**src/rtl/ipi_cmd_pkg.sv**
```systemverilog
package ipi_cmd_pkg;
  localparam int VEC_W  = 8;
  localparam int MODE_W = 3;
  localparam int ID_W   = 8;

  localparam int VEC_LSB   = 0;
  localparam int MODE_LSB  = 8;
  localparam int BUSY_BIT  = 12;
  localparam int LEVEL_BIT = 14;
  localparam int TRIG_BIT  = 15;
  localparam int SH_LSB    = 18;
  localparam int ID_LSB    = 24;

  typedef enum logic [1:0] {
    SH_NONE    = 2'b00,
    SH_SELF    = 2'b01,
    SH_ALL_INC = 2'b10,
    SH_ALL_EXC = 2'b11
  } shorthand_e;

  typedef struct packed {
    logic [VEC_W-1:0]  vector;
    logic [MODE_W-1:0] mode;
    logic              level;
    logic              trig;
    shorthand_e        short;
    logic [ID_W-1:0]   dest;
  } msg_t;
endpackage

```
**src/rtl/ipi_addr_dec.sv**
```systemverilog
module ipi_addr_dec #(
  parameter int                ADDR_W = 12,
  parameter logic [ADDR_W-1:0] LO_OFF = 12'h300,
  parameter logic [ADDR_W-1:0] HI_OFF = 12'h310
) (
  input  logic [ADDR_W-1:0] addr_i,
  input  logic              we_i,
  output logic              lo_sel_o,
  output logic              hi_sel_o,
  output logic              lo_we_o,
  output logic              hi_we_o
);
  assign lo_sel_o = (addr_i == LO_OFF);
  assign hi_sel_o = (addr_i == HI_OFF);
  assign lo_we_o  = we_i && lo_sel_o;
  assign hi_we_o  = we_i && hi_sel_o;
endmodule

```
**src/rtl/ipi_dest_resolve.sv**
```systemverilog
module ipi_dest_resolve
  import ipi_cmd_pkg::*;
(
  input  shorthand_e      short_i,
  input  logic [ID_W-1:0] field_id_i,
  input  logic [ID_W-1:0] self_id_i,
  output logic [ID_W-1:0] dest_o
);
  always_comb begin
    unique case (short_i)
      SH_NONE:    dest_o = field_id_i;
      SH_SELF:    dest_o = self_id_i;
      default:    dest_o = {ID_W{1'b1}};  // broadcast, with or without self
    endcase
  end
endmodule

```
**src/rtl/ipi_send_ctl.sv**
```systemverilog
module ipi_send_ctl
  import ipi_cmd_pkg::*;
(
  input  logic clk_i,
  input  logic rst_ni,
  input  logic launch_i,
  input  msg_t cmd_i,
  input  logic ready_i,
  output logic busy_o,
  output logic err_o,
  output msg_t msg_o
);
  logic busy_q, err_q;
  msg_t msg_q;
  logic accept;

  assign accept = launch_i && !busy_q;

  always_ff @(posedge clk_i or negedge rst_ni) begin
    if (!rst_ni) begin
      busy_q <= 1'b0;
      err_q  <= 1'b0;
      msg_q  <= '0;
    end else begin
      if (accept) begin
        busy_q <= 1'b1;
        msg_q  <= cmd_i;
        err_q  <= 1'b0;
      end else begin
        if (busy_q && ready_i) busy_q <= 1'b0;
        if (launch_i) err_q <= 1'b1;  // collision with a pending send
      end
    end
  end

  assign busy_o = busy_q;
  assign err_o  = err_q;
  assign msg_o  = msg_q;

  AST_LAUNCH_SETS_BUSY: assert property (@(posedge clk_i) disable iff (!rst_ni)
    launch_i && !busy_o |=> busy_o);
  AST_HOLD_UNTIL_READY: assert property (@(posedge clk_i) disable iff (!rst_ni)
    busy_o && !ready_i |=> busy_o && $stable(msg_o));
  AST_HANDSHAKE_CLEARS: assert property (@(posedge clk_i) disable iff (!rst_ni)
    busy_o && ready_i |=> !busy_o);
  AST_DROP_FLAGS: assert property (@(posedge clk_i) disable iff (!rst_ni)
    launch_i && busy_o |=> err_o && $stable(msg_o));
  AST_ERR_CLEAR: assert property (@(posedge clk_i) disable iff (!rst_ni)
    launch_i && !busy_o |=> !err_o);
endmodule

```
**src/rtl/ipi_cmd_reg.sv**
```systemverilog
module ipi_cmd_reg
  import ipi_cmd_pkg::*;
#(
  parameter int                ADDR_W = 12,
  parameter logic [ADDR_W-1:0] LO_OFF = 12'h300,
  parameter logic [ADDR_W-1:0] HI_OFF = 12'h310
) (
  input  logic              clk_i,
  input  logic              rst_ni,
  input  logic              we_i,
  input  logic [ADDR_W-1:0] addr_i,
  input  logic [31:0]       wdata_i,
  output logic [31:0]       rdata_o,
  input  logic [ID_W-1:0]   self_id_i,
  output logic              msg_valid_o,
  input  logic              msg_ready_i,
  output logic [VEC_W-1:0]  msg_vector_o,
  output logic [MODE_W-1:0] msg_mode_o,
  output logic              msg_level_o,
  output logic              msg_trig_o,
  output logic [1:0]        msg_short_o,
  output logic [ID_W-1:0]   msg_dest_o,
  output logic              err_o
);
  logic lo_sel, hi_sel, lo_we, hi_we;
  logic [ID_W-1:0] id_q;
  logic [ID_W-1:0] dest_res;
  logic busy;
  msg_t cmd, msg;
  shorthand_e wr_short;

  ipi_addr_dec #(.ADDR_W(ADDR_W), .LO_OFF(LO_OFF), .HI_OFF(HI_OFF)) u_dec (
    .addr_i(addr_i), .we_i(we_i),
    .lo_sel_o(lo_sel), .hi_sel_o(hi_sel), .lo_we_o(lo_we), .hi_we_o(hi_we)
  );

  always_ff @(posedge clk_i or negedge rst_ni) begin
    if (!rst_ni)    id_q <= '0;
    else if (hi_we) id_q <= wdata_i[ID_LSB +: ID_W];
  end

  assign wr_short = shorthand_e'(wdata_i[SH_LSB +: 2]);

  ipi_dest_resolve u_res (
    .short_i(wr_short), .field_id_i(id_q), .self_id_i(self_id_i), .dest_o(dest_res)
  );

  always_comb begin
    cmd        = '0;
    cmd.vector = wdata_i[VEC_LSB +: VEC_W];
    cmd.mode   = wdata_i[MODE_LSB +: MODE_W];
    cmd.level  = wdata_i[LEVEL_BIT];
    cmd.trig   = wdata_i[TRIG_BIT];
    cmd.short  = wr_short;
    cmd.dest   = dest_res;
  end

  ipi_send_ctl u_ctl (
    .clk_i(clk_i), .rst_ni(rst_ni), .launch_i(lo_we), .cmd_i(cmd),
    .ready_i(msg_ready_i), .busy_o(busy), .err_o(err_o), .msg_o(msg)
  );

  // Remote-read status (17:16) is never driven: reads 00, invalid
  always_comb begin
    rdata_o = '0;
    if (lo_sel) begin
      rdata_o[VEC_LSB +: VEC_W]   = msg.vector;
      rdata_o[MODE_LSB +: MODE_W] = msg.mode;
      rdata_o[BUSY_BIT]           = busy;
      rdata_o[LEVEL_BIT]          = msg.level;
      rdata_o[TRIG_BIT]           = msg.trig;
      rdata_o[SH_LSB +: 2]        = msg.short;
    end else if (hi_sel) begin
      rdata_o[ID_LSB +: ID_W]     = id_q;
    end
  end

  assign msg_valid_o  = busy;
  assign msg_vector_o = msg.vector;
  assign msg_mode_o   = msg.mode;
  assign msg_level_o  = msg.level;
  assign msg_trig_o   = msg.trig;
  assign msg_short_o  = msg.short;
  assign msg_dest_o   = msg.dest;

  AST_HI_WRITE_NO_SEND: assert property (@(posedge clk_i) disable iff (!rst_ni)
    hi_we && !msg_valid_o |=> !msg_valid_o);
  AST_DEST_STABLE_PENDING: assert property (@(posedge clk_i) disable iff (!rst_ni)
    hi_we && msg_valid_o && !msg_ready_i |=> $stable(msg_dest_o));
  AST_OTHER_OFF_IGNORED: assert property (@(posedge clk_i) disable iff (!rst_ni)
    we_i && !lo_sel && !hi_sel && !msg_valid_o |=> !msg_valid_o && $stable(id_q));
endmodule

```
**config.mk**
```make
export PLATFORM = sky130hd
export DESIGN_NAME = ipi_cmd_reg
export DESIGN_NICKNAME = d
export VERILOG_FILES = /design/src/rtl/ipi_cmd_pkg.sv /design/src/rtl/ipi_addr_dec.sv /design/src/rtl/ipi_dest_resolve.sv /design/src/rtl/ipi_send_ctl.sv /design/src/rtl/ipi_cmd_reg.sv
export SDC_FILE = /design/constraint.sdc
export NUM_CORES = 1
export LEC_CHECK = 0
export ABC_AREA = 1
export BUFFER_PORTS_ARGS = -buffer_cell sky130_fd_sc_hd__buf_4
export CAP_MARGIN = 20
export CORE_UTILIZATION = 35
export CTS_BUF_LIST = sky130_fd_sc_hd__clkbuf_8
export DETAILED_ROUTE_END_ITERATION = 12
export PLACE_DENSITY = 0.7
export SYNTH_ARGS = -nofsm -noshare
export SYNTH_HDL_FRONTEND = slang
export SYNTH_HIERARCHICAL = 1
export SYNTH_SLANG_ARGS = --single-unit
```
**constraint.sdc**
```tcl
create_clock -name clk_i -period 1.75 [get_ports clk_i]
set_input_delay 0.525 -clock clk_i [delete_from_list [all_inputs] [get_ports clk_i]]
set_output_delay 0.525 -clock clk_i [all_outputs]
set_load 0.05 [all_outputs]
```
Word level (Yosys, flattened, before mapping)
Cells that the tools add are included.
{"block": "word_totals", "reg_bits": 33, "input_bits": 56, "out_inout_bits": 57, "wordCells": 31}
{"block": "op_classes", "eq_ne": 3, "n_mux": 11, "reduce_logical": 8}
{"op": "$eq A12 B10 Y1 const B", "n": 2}
{"op": "$mux W8", "n": 2}
{"op": "$pmux W8 S2", "n": 1}
{"op": "$mux W11", "n": 1}
{"op": "$mux W1", "n": 5}
{"op": "$logic_and A1 B1 Y1", "n": 4}
{"op": "$mux W2", "n": 2}
{"op": "$reduce_bool A2 Y1", "n": 2}
{"op": "$eq A2 B1 Y1 const B", "n": 1}
{"op": "$logic_not A2 Y1", "n": 1}
{"op": "$logic_not A1 Y1", "n": 1}

Longest topological paths before layout
{"block": "depth", "ltp_word": 4, "ltp_mapped": 11, "mapped_depth_nobuf": 9}

By module
The synthesis kept the hierarchy.
{"mod": "ipi_send_ctl", "instances": 1, "cells_each": 106, "area_per_inst_um2": 1046.0, "seq_area_each_um2": 625.6}
{"mod": "ipi_cmd_reg", "instances": 1, "cells_each": 94, "area_per_inst_um2": 575.6, "seq_area_each_um2": 200.2}
{"mod": "ipi_dest_resolve", "instances": 1, "cells_each": 28, "area_per_inst_um2": 151.4, "seq_area_each_um2": 0.0}
{"mod": "ipi_addr_dec", "instances": 1, "cells_each": 21, "area_per_inst_um2": 83.8, "seq_area_each_um2": 0.0}

Worst setup path after synthesis
No wires, ideal clock.
{"block": "synth_path", "path_kind": "input to output", "from": "input port addr_i[3]", "to": "output port rdata_o[24]", "arrival_time_ns": 1.739, "required_time_ns": 1.225, "path_slack_ns": -0.514, "stages": 8, "path_buffers": 1, "path_cell_list": "nor2_1 > nand2_1 > nor2_2 > nand2_1 > inv_1 > clkbuf_2 > nand2_1 > nor2_1"}
{"block": "synth_via", "elab_chain_cells": 3, "elab_cells_between_ends": 4, "classes_between": "eq/ne: 2; mux: 2"}
{"item": "start: declaration", "line_no": "ipi_cmd_reg.sv:11", "text": "input logic [ADDR_W-1:0] addr_i,"}
{"item": "$eq A12 B10 Y1", "line_no": "ipi_addr_dec.sv:14", "text": "assign hi_sel_o = (addr_i == HI_OFF);"}
{"item": "net hi_sel", "line_no": "ipi_cmd_reg.sv:25", "text": "logic lo_sel, hi_sel, lo_we, hi_we;"}
{"item": "$mux W8", "line_no": "ipi_cmd_reg.sv:73", "text": "end else if (hi_sel) begin"}
{"item": "$mux W8", "line_no": "ipi_cmd_reg.sv:66", "text": "if (lo_sel) begin"}
{"item": "end: declaration", "line_no": "ipi_cmd_reg.sv:13", "text": "output logic [31:0] rdata_o,"}
The timed path passes the listed nets, and every way through them passes these cells.

Worst setup path in the final report
{"block": "layout_path", "from": "input port addr_i[11]", "to": "output port rdata_o[19]"}
{"block": "layout_via", "elab_chain_cells": 2}
{"item": "$eq A12 B10 Y1", "line_no": "ipi_addr_dec.sv:13", "text": "assign lo_sel_o = (addr_i == LO_OFF);"}
{"item": "net lo_sel", "line_no": "ipi_cmd_reg.sv:25"}
{"item": "$mux W2", "line_no": "ipi_cmd_reg.sv:66"}
The timed path passes the listed nets, and every way through them passes these cells.

==> key figures <==
Critical path
  • Worst R2R Start: u_ctl/busy_o
  • Worst setup path start: addr_i[11]
  • CP bufs+invs: 5
  • Worst R2R Setup Slack: 0.57 ns
  • Path type of the worst setup path: in2out
  • Critical-path top delay cell: clkbuf_16
  • Critical path startpoint category: input port
  • Crit. End Element: output pin
  • R2R depth: 4
  • Worst path cell trace: buf_6 > nor2_4 > nand2_1 > nor2_2 > nand2_2 > clkinv_4 > clkbuf_16 > nand2_4 > clkinvlp_4 > buf_8
  • Crit path capture: rdata_o[19]
  • CP required: 1.22 ns
  • Crit path depth: 10
  • Crit path max-delay family: buffers and inverters
  • Crit path DAT: roughly 1.6 ns
  • Largest stage delay on the critical path: around 0.18 ns
  • RR Endpoint: u_ctl/msg_o[13]
  • CP Max Fanout: 7

Layout
  • Post-route core utilization: 64.6%
  • Area delta synth->final: 77.8%
  • Post-route insts no fill: about 420
  • Nets: around 400
  • ANT cells: 0
  • Layout cell share with drive strength beyond 1: 54.4%

Placement
  • Dpl cells: 407
  • IO buf count: 95
  • Hpwl dp: between 3 and 4 mm
  • Final GP Congestion: 0.791

STA
  • Final setup violation count: 24
  • Final worst path period need: 2.09 ns
  • F_max: 478 MHz
  • Slew Viols, Final: 0
  • Final hold violations: 0
  • Final worst slack: -0.341 ns
  • Final period util: 120%
  • Final Skew: ~0.0028 ns
  • RSZ-0062 raised after global routing: true

Global route
  • GRT Residual Overflow: 0
  • Vias in the first global route: 1710
  • Largest net degree at the start of global routing: 34
  • GR Util All Layers: 18.5%
  • Antenna violations before repair: 0
  • First-pass GRT wire length: between 7 and 8 mm

Synth
  • Top-area cell type share of the netlist area: about 44%
  • Yosys top cell by area: dfrtp_1
  • Register area share after synthesis: 44.5%
  • Area contributors post-synth: dfrtp_1 (44%), nand2_1 (19%), nand3_1 (10%)
  • EDFF count, synth: 0
  • Ys Warns: 6
  • Top cell types by occurrence after synthesis: nand2_1 (96), nand3_1 (37), dfrtp_1 (33), inv_1 (22), nor2_1 (16)
  • Count leader, synth: nand2_1
  • Top_reg_cell synth: dfrtp_1
  • Synthesis-stage register bit count: 33
  • Post-Syn Instances: 249
  • Distinct cells, synth: 19
  • Async set or reset register ratio after synthesis: 100%
  • Post-synthesis area per instance: 7.46 sq um
  • Syn Std Cell Area: 1860 sq um

Route
  • WL/cell: 12.3 um
  • DR vias/cell: 4.47
  • Initial drt markers: 73
  • DRT Wirelength: 5.16 mm
  • 1st-pass router iterations: 8
  • Drc violations: 1
  • Final ANT Viol Nets: 0
  • DR vias: 1873

Die
  • Area of the die: about 5600 sq um
  • Die H: approximately 75 um
  • Io pins: 113
  • Initial core utilization: between 30% and 40%
  • Die W: 74.8 um
  • CORE AREA: 5110 sq um
  • Row count: 26

Power
  • Leakage: around 1.9 nW
  • P_int: 1.31 mW
  • VDD IR max: 0.362 mV
  • Combinational power share: 11.7%
  • Pwr Total: between 1.5 and 2 mW
  • Pwr dens: 515 nW/um^2
  • Sw frac: 22.8%
  • Seq pwr share: 45.3%
  • Clock power share: approximately 43%
  • Psw: 387 uW

Clock tree
  • CTS H-tree lvls: 2
  • TritonCTS Sinks: 33
  • CTS tree: done
  • Cts bufs inserted: 5
  • Hold Buf Count CTS: 0
  • Clock Latency Late Sink: 0.28 ns
  • Worst-path clk slew: 0.06 ns
  • Clk buf depth: 2
  • Clock root cell: clkbuf_8

Outcome
  • Failing checks: DRC, setup timing
  • Status: complete, but fails checks

Hold path
  • HP Class: in2async

Job
  • Max Cap Viol: 0
## placed cells by master (no fill, tap or decap), types with 2 or more instances in the layout
cell and instances:
buf_4 69, nand3_1 37, conb_1 8, buf_12 4, nor2_1 3, nor2_4 13, nand2_4 20, clkinvlp_4 16
buf_6 12, nand2_1 71, nor2_2 3, dfrtp_1 33, buf_8 20, nand2_2 17, inv_2 2, inv_1 5
nand3_2 2, clkbuf_8 6
## metrics by stage
step / setup slack [ns] / cell area (sq um) / TNS, ns / hold WS (ns)
floorplan: -0.160 / 2030 / -3.26 / 0.229
global placement: -0.377 / 2740 / -8.75 / 0.460
detailed placement: -0.399 / 2740 / -9.02 / 0.462
CTS: -0.324 / 3100 / -7.03 / 0.184
global route: -0.399 / 3300 / -8.71 / 0.192
finish: -0.341 / 3300 / -7.38 / 0.174
## kinds of logic after synthesis
family	count (synthesis)	synth area share (%)
other cells	1	0.202
simple gates	167	40.1
flops	33	44.5
compound gates	2	0.539
buf+inv	46	14.7
## state kept, by name, summed over array words and instances, names as in the netlist
signal	flops
u_ctl/busy_o	1
id_q	8
u_ctl/msg_o	23
u_ctl/err_o	1
## repair_timing
action,4_1_cts,5_1_grt
pin swaps,4,11
hold endpoints to repair,0,0
setup buffers,2,1
cloned,1,1
resized for setup,54,55
endpoints found under the setup margin,24,24
## worst reg2reg max path, delay by kind of cell (launching register included)
| kind | cells | cell delay (ns) |
|---|---|---|
| flops | 1 | 0.43 |
| simple gates | 3 | 0.40 |
| buf+inv | 1 | 0.26 |
## power groups by stage
stage,Clock (mW),Sequential [mW],Combinational [mW]
2_1_floorplan,0,0.792,0.0858
3_3_place_gp,0,0.783,0.182
3_5_place_dp,0,0.783,0.184
4_1_cts,0.748,0.769,0.188
5_1_grt,0.780,0.769,0.216
6_report,0.732,0.770,0.199
## worst min path at each step
stage                        start               to  slack (ns)  depth (start not counted)
floorplan                   rst_ni          id_q[0]        0.23                          0
finish                      rst_ni  u_ctl/msg_o[18]        0.17                          1
global route                rst_ni  u_ctl/msg_o[18]        0.19                          1
detailed placement  u_ctl/msg_o[3]   u_ctl/msg_o[3]        0.46                          2
CTS                         rst_ni   u_ctl/msg_o[2]        0.18                          1
global placement    u_ctl/msg_o[3]   u_ctl/msg_o[3]        0.46                          2
## final cells by class
type,count,area (sq um)
inverter,25,174
fill,428,1810
clock buffer,6,82.6
sequential,33,826
timing repair buffer,106,1060
clock inverter,2,33.8
tap,70,87.6
multi-input combinational,177,1040
## routing by layer
| metal | global-route usage (%) | vias up | routed length (um) |
|---|---|---|---|
| met3 | 5.09 | 10 | 314 |
| met4 | 5.24 | 0 | 94 |
| met2 | 34.2 | 70 | 2690 |
| met5 | 0 | - | 0 |
| li1 | - | 945 | - |
| met1 | 20.8 | 848 | 2060 |
Note: power is estimated with default switching activity, not from simulation.
